File: config.mk
export PLATFORM = sky130hd
export DESIGN_NAME = regbank_alias
export DESIGN_NICKNAME = d
export VERILOG_FILES = /design/src/rtl/regbank_pkg.sv /design/src/rtl/regbank_wsel.sv /design/src/rtl/regbank_cell.sv /design/src/rtl/regbank_rdmux.sv /design/src/rtl/regbank_alias.sv
export SDC_FILE = /design/constraint.sdc
export NUM_CORES = 2
export LEC_CHECK = 0
export BUFFER_PORTS_ARGS = -buffer_cell sky130_fd_sc_hd__buf_4
export CAP_MARGIN = 5
export CORE_AREA = 2 2 323 325
export DETAILED_ROUTE_END_ITERATION = 16
export DIE_AREA = 0 0 325 327
export GPL_TIMING_DRIVEN = 0
export HOLD_SLACK_MARGIN = 0.1
export SYNTH_ARGS = -nofsm -noshare
export SYNTH_HDL_FRONTEND = slang
export SYNTH_HIERARCHICAL = 1
export SYNTH_SLANG_ARGS = --single-unit
File: constraint.sdc
create_clock -name clk -period 1.7 [get_ports clk]
set_input_delay 0.085 -clock clk [delete_from_list [all_inputs] [get_ports clk]]
set_output_delay 0.085 -clock clk [all_outputs]
set_load 0.02 [all_outputs]
File: src/rtl/regbank_pkg.sv
package regbank_pkg;
  // Grouping of the three dedicated load strobes
  typedef struct packed {
    logic acc;
    logic rpc;
    logic pc;
  } ld_strobe_t;
endpackage

File: src/rtl/regbank_wsel.sv
// Per-entry write enable from the dedicated strobes and the indexed write.
// All paths share one data bus, so only the enables need resolving.
module regbank_wsel
  import regbank_pkg::*;
#(
  parameter int AW = 6
) (
  input  ld_strobe_t            ld,
  input  logic                  gen_we,
  input  logic [AW-1:0]         sel,
  output logic [(1<<AW)-1:0]    we
);
  localparam int DEPTH   = 1 << AW;
  localparam int ACC_IDX = 0;
  localparam int RPC_IDX = DEPTH - 2;
  localparam int PC_IDX  = DEPTH - 1;

  for (genvar i = 0; i < DEPTH; i++) begin : g_we
    logic ded;
    if (i == ACC_IDX)      begin : g_acc assign ded = ld.acc; end
    else if (i == RPC_IDX) begin : g_rpc assign ded = ld.rpc; end
    else if (i == PC_IDX)  begin : g_pc  assign ded = ld.pc;  end
    else                   begin : g_gp  assign ded = 1'b0;   end
    assign we[i] = ded | (gen_we & (sel == AW'(i)));
  end
endmodule

File: src/rtl/regbank_cell.sv
// One storage entry with its own reset value.
module regbank_cell #(
  parameter int          DW      = 16,
  parameter logic [15:0] RST_VAL = '0
) (
  input  logic          clk,
  input  logic          rst,
  input  logic          we,
  input  logic [DW-1:0] d,
  output logic [DW-1:0] q
);
  always_ff @(posedge clk) begin
    if (rst)     q <= DW'(RST_VAL);
    else if (we) q <= d;
  end
endmodule

File: src/rtl/regbank_rdmux.sv
// Combinational indexed read.
module regbank_rdmux #(
  parameter int DW = 16,
  parameter int AW = 6
) (
  input  logic [(1<<AW)-1:0][DW-1:0] regs,
  input  logic [AW-1:0]              sel,
  output logic [DW-1:0]              rd
);
  assign rd = regs[sel];
endmodule

File: src/rtl/regbank_alias.sv
module regbank_alias
  import regbank_pkg::*;
#(
  parameter int          DW     = 16,
  parameter int          AW     = 6,
  parameter logic [15:0] PC_RST = 16'hA000
) (
  input  logic          clk,
  input  logic          rst,
  input  logic [DW-1:0] data_in,
  input  logic          acc_ld,
  input  logic          pc_ld,
  input  logic          rpc_ld,
  input  logic          gen_we,
  input  logic [AW-1:0] sel,
  output logic [DW-1:0] acc_q,
  output logic [DW-1:0] pc_q,
  output logic [DW-1:0] rd_q
);
  localparam int DEPTH   = 1 << AW;
  localparam int ACC_IDX = 0;
  localparam int PC_IDX  = DEPTH - 1;

  ld_strobe_t                  ld;
  logic [DEPTH-1:0]            we;
  logic [DEPTH-1:0][DW-1:0]    regs;

  assign ld = '{acc: acc_ld, rpc: rpc_ld, pc: pc_ld};

  regbank_wsel #(.AW(AW)) wsel_i (
    .ld     (ld),
    .gen_we (gen_we),
    .sel    (sel),
    .we     (we)
  );

  for (genvar i = 0; i < DEPTH; i++) begin : g_cell
    localparam logic [15:0] RV = (i == PC_IDX) ? PC_RST : 16'h0000;
    regbank_cell #(.DW(DW), .RST_VAL(RV)) cell_i (
      .clk (clk),
      .rst (rst),
      .we  (we[i]),
      .d   (data_in),
      .q   (regs[i])
    );
  end

  regbank_rdmux #(.DW(DW), .AW(AW)) rdmux_i (
    .regs (regs),
    .sel  (sel),
    .rd   (rd_q)
  );

  assign acc_q = regs[ACC_IDX];
  assign pc_q  = regs[PC_IDX];
endmodule

# == Yosys cells after proc, flatten, opt, wreduce, memory -nomap -nowiden ==
# Cells that the tools add are included.
# Widths: inputs -> output; s select.
# word_totals
reg_bits,1024
in_bits,28
out_inout_bits,48
# classes
n_lt_le_gt_ge,1
n_eq_ne,63
n_mux,2
bitwise,67
reduce_logical,1
# ops
operator,n
$eq 6x6->1 const B,32
$bmux 16 s6,1
$eq 6x5->1 const B,16
$and 1x1->1,64
$eq 6x4->1 const B,8
$eq 6x3->1 const B,4
$mux 16,1
$eq 6x2->1 const B,2
$lt 6x7->1 const B,1
$eq 6x1->1 const B,1
$logic_not 6->1,1
$or 1x1->1,3

# == Depth between registers and ports, before layout ==
# logic_depth
depth_word,3
ltp_mapped,9
mapped_depth_nobuf,5

# == Cells and area by module ==
# Netlist, hierarchy kept.
# by_module_without_submodules
mod,n_inst,cells_per_inst,area_per_inst_um2
regbank_cell (g_cell[0].cell_i ...),63,52,580.6
regbank_rdmux,1,662,8236.6
regbank_cell (g_cell[63].cell_i),1,52,584.3
regbank_wsel,1,93,475.5

# == Worst setup path after synthesis ==
# No wires, ideal clock.
# synth_timing
kind,in2out
startpoint,in sel[2]
endpoint,out rd_q[3]
arrival_time_ps,1831
path_slack_ps,-216
cell_stages,7
path_buffers,3
path_cell_list,buf_2 buf_2 nor2_1 clkbuf_1 a22oi_1 and4_1 nor4_1
# synth_between
elab_chain_cells,2
# synth_rtl
element,line,rtl
"start, declared",regbank_alias.sv:15,"input logic [AW-1:0] sel,"
$bmux 16 s6,regbank_rdmux.sv:10,assign rd = regs[sel];
$mux 16 (implied by the code),regbank_rdmux.sv:10,
"end, declared",regbank_alias.sv:18,output logic [DW-1:0] rd_q
# Every way passes these cells. The select of a mux whose other input is x is not followed.

# == Worst setup path in the final report ==
# layout_timing
startpoint,in sel[2]
endpoint,out rd_q[14]
# Same word-level chain as after synthesis.

==> results.json <==
{
  "outcome": "finished, violations left",
  "violations": "setup timing",
  "ys_ff_latch": 1024,
  "clock_latency_ps": 680,
  "holdWs_ps": 108,
  "holdPathEnd": "g_cell[35].cell_i/q[12]",
  "start_kind": "input pin",
  "overflow": 0,
  "setup_viol": 16,
  "grt_pass1_vias": 30796,
  "skew_ps": 0,
  "netlist_top_cells_count": "1,103 x nor2_1, 1,070 x mux2i_1, 1,024 x dfxtp_1",
  "r2r_slack_ps": 550,
  "fmax_mhz": 345,
  "critical_path.slowest_cell": "nor2b_1",
  "drive_above_1_share_pct": 21.2,
  "start_util_pct": 44.6,
  "worst_slew_pin_slew_ps": 1060,
  "ir_drop_mv": 0.936,
  "ys_top_cells_by_area": "dfxtp_1 45%, mux2i_1 23%, mux4_2 12%",
  "cpMostUsedCell": "buf_4",
  "ant_nets": 0,
  "dpl.hpwl_mm": 98.7,
  "routed_wl_mm": 144,
  "grt_first_pass_wirelength_mm": 211,
  "yosysMostFrequentCell": "nor2_1",
  "routed_via_density": 5.54,
  "end_kind": "primary output",
  "hold_violations": 0,
  "crit_path_max_incr_delay_ps": 550,
  "syn_to_final_growth_pct": 16.4,
  "synth_area_per_cell_um2": 11.2,
  "htree_levels": 3,
  "cts.sinks": 1024,
  "antenna_found_initial": 6,
  "path_clk_slew_ps": 60,
  "drv_cap": 0,
  "cp_max_fo": 10,
  "power_leakage_nw": 18.1,
  "synth_cell_types": 41,
  "crit_chain": "buf_4 -> buf_2 -> buf_4 -> nor2b_1 -> clkbuf_2 -> nand2_1 -> nand4_1 -> nand2_2 -> a211oi_4 -> buf_6",
  "cts_buffers": 109,
  "synthCells": 4083,
  "clock_path_buffers": 3,
  "synthFlopType": "dfxtp_1",
  "r2r_start": "g_cell[34].cell_i/q[0]",
  "max_slew_margin_pct": 29.3,
  "critPathRequiredTime_ps": 1620,
  "grt_max_degree": 65,
  "regMostFlops": "g_cell.cell_i/q",
  "wl_per_cell_um": 24.9,
  "yosysSeqAreaShare_pct": 44.7,
  "worstHoldPathCells": 3,
  "first_pass_iters": 5,
  "place_ws_ps": -1800,
  "die_h_um": 327,
  "power.density_nw_per_um2": 1010,
  "gp_congestion": 0.951,
  "nets": 4318,
  "die_x_um": 325,
  "synth_edf_count": 0,
  "io_buffers": 74,
  "io_pins": 76,
  "fin_setup_tns_ps": -14640,
  "syn-num-nets": 4111,
  "fin_util_pct": 51.9,
  "cts_root_buffer": "clkbuf_16",
  "rows": 118,
  "dieArea_um2": 106000,
  "min_period_ps": 2900,
  "hp-class": "input pin to flip-flop",
  "cts_tree": "built",
  "core_area_um2": 103000,
  "largest_reg_flops": 1024,
  "r2r_end": "g_cell[34].cell_i/q[0]",
  "critPathTopFamily": "simple AND/OR/NAND/NOR gates",
  "drt_iter0_markers": 2346,
  "drc": 0,
  "crit_type": "input pin to primary output",
  "synth_area_um2": 45900,
  "setup_ws_ps": -1200,
  "finalCritPeriodShare_pct": 171,
  "worstPathArrival_ps": 2820,
  "min-delay-start": "data_in[12]",
  "ys_warn_count": 6,
  "slew_viol_final": 0,
  "crit_start": "sel[2]",
  "post-synth-top-area-fraction_pct": 44.7,
  "reg2regPathDepth": 3,
  "grt_setup_unrepaired": "true",
  "track_usage_pct": 26.6,
  "synth_top_area_cell": "dfxtp_1",
  "reg_top3": "g_cell.cell_i/q x1024",
  "vias": 31937,
  "cp_num_buf_inv": 5,
  "synthArstFlopShare_pct": 0
}
-- per-stage QoR --
step / std cells / power, mW / area (um2)
after global placement: 5537 / 28.3 / 48200
after detailed placement: 5537 / 28.3 / 48200
after global routing: 5760 / 55.4 / 53400
after CTS: 5760 / 54.2 / 53200
final: 5763 / 53.8 / 53400
after floorplan: 4083 / 26.6 / 46000
-- area by class of cell --
| cell class | instances | area, um2 |
|---|---|---|
| clock inverter | 45 | 712 |
| antenna | 3 | 7.51 |
| multi-input combinational | 2702 | 23100 |
| buffer | 357 | 3340 |
| sequential | 1024 | 20500 |
| tap | 1380 | 1730 |
| fill | 9284 | 49500 |
| timing repair buffer | 96 | 820 |
| clock buffer | 156 | 3160 |
-- cells by family after synthesis --
kind of cell | count (synthesis) | share of synthesized area, %
compound gates | 118 | 1.91
simple gates | 1252 | 10.9
flops | 1024 | 44.7
buf+inv | 357 | 6.82
mux | 1332 | 35.7
-- worst max path at each step --
stage          endpoint  slack (ps)  cells after the start
6_report       rd_q[14]       -1200                     10
5_1_grt         rd_q[7]       -1210                      6
3_5_place_dp    rd_q[8]       -1800                      8
3_3_place_gp   rd_q[11]       -1820                      8
2_1_floorplan   rd_q[3]           5                      7
4_1_cts        rd_q[14]       -1070                      6
-- cell usage in the layout, fill, tap and decap left out, drive strengths merged, types with 6 or more instances in the layout --
cell / instances
nor3: 9
a211oi: 21
mux2: 20
mux4: 242
nand2: 52
a211o: 11
o22ai: 9
a22oi: 41
nand4bb: 6
mux2i: 1070
nand3: 24
and3: 7
nand4: 6
clkbuf: 191
nor2b: 15
nor2: 1104
bufinv: 18
nand2b: 7
a21oi: 14
dfxtp: 1024
dlygate4sd3: 13
o2111ai: 9
buf: 404
clkinv: 20
-- layer usage --
metal	track usage, %	vias up	wire (um)
met1	37.2	15992	64700
li1	-	14723	-
met4	8.37	4	4790
met2	42.2	999	64700
met5	0	-	28
met3	4.32	219	9410
-- worst min-delay path: stages --
cell     delay [ps]
buf_4           360
mux2i_1         260
nor2_1           50
-- power by group --
part | total, mW | leakage [nW] | internal, mW | switching (mW)
Sequential | 24.3 | 8.27 | 24.2 | 0.106
Clock | 25.7 | 1.90 | 15.6 | 10.1
Combinational | 3.86 | 7.98 | 1.21 | 2.65
-- timing repair --
action                                   CTS  global route
buffers inserted                           6             1
resized for setup                        225            43
pin swaps                                 53            19
hold endpoints to repair                1024             0
hold buffers                              16             0
endpoints found under the setup margin    16            23
Note: power is estimated with default switching activity, not from simulation.
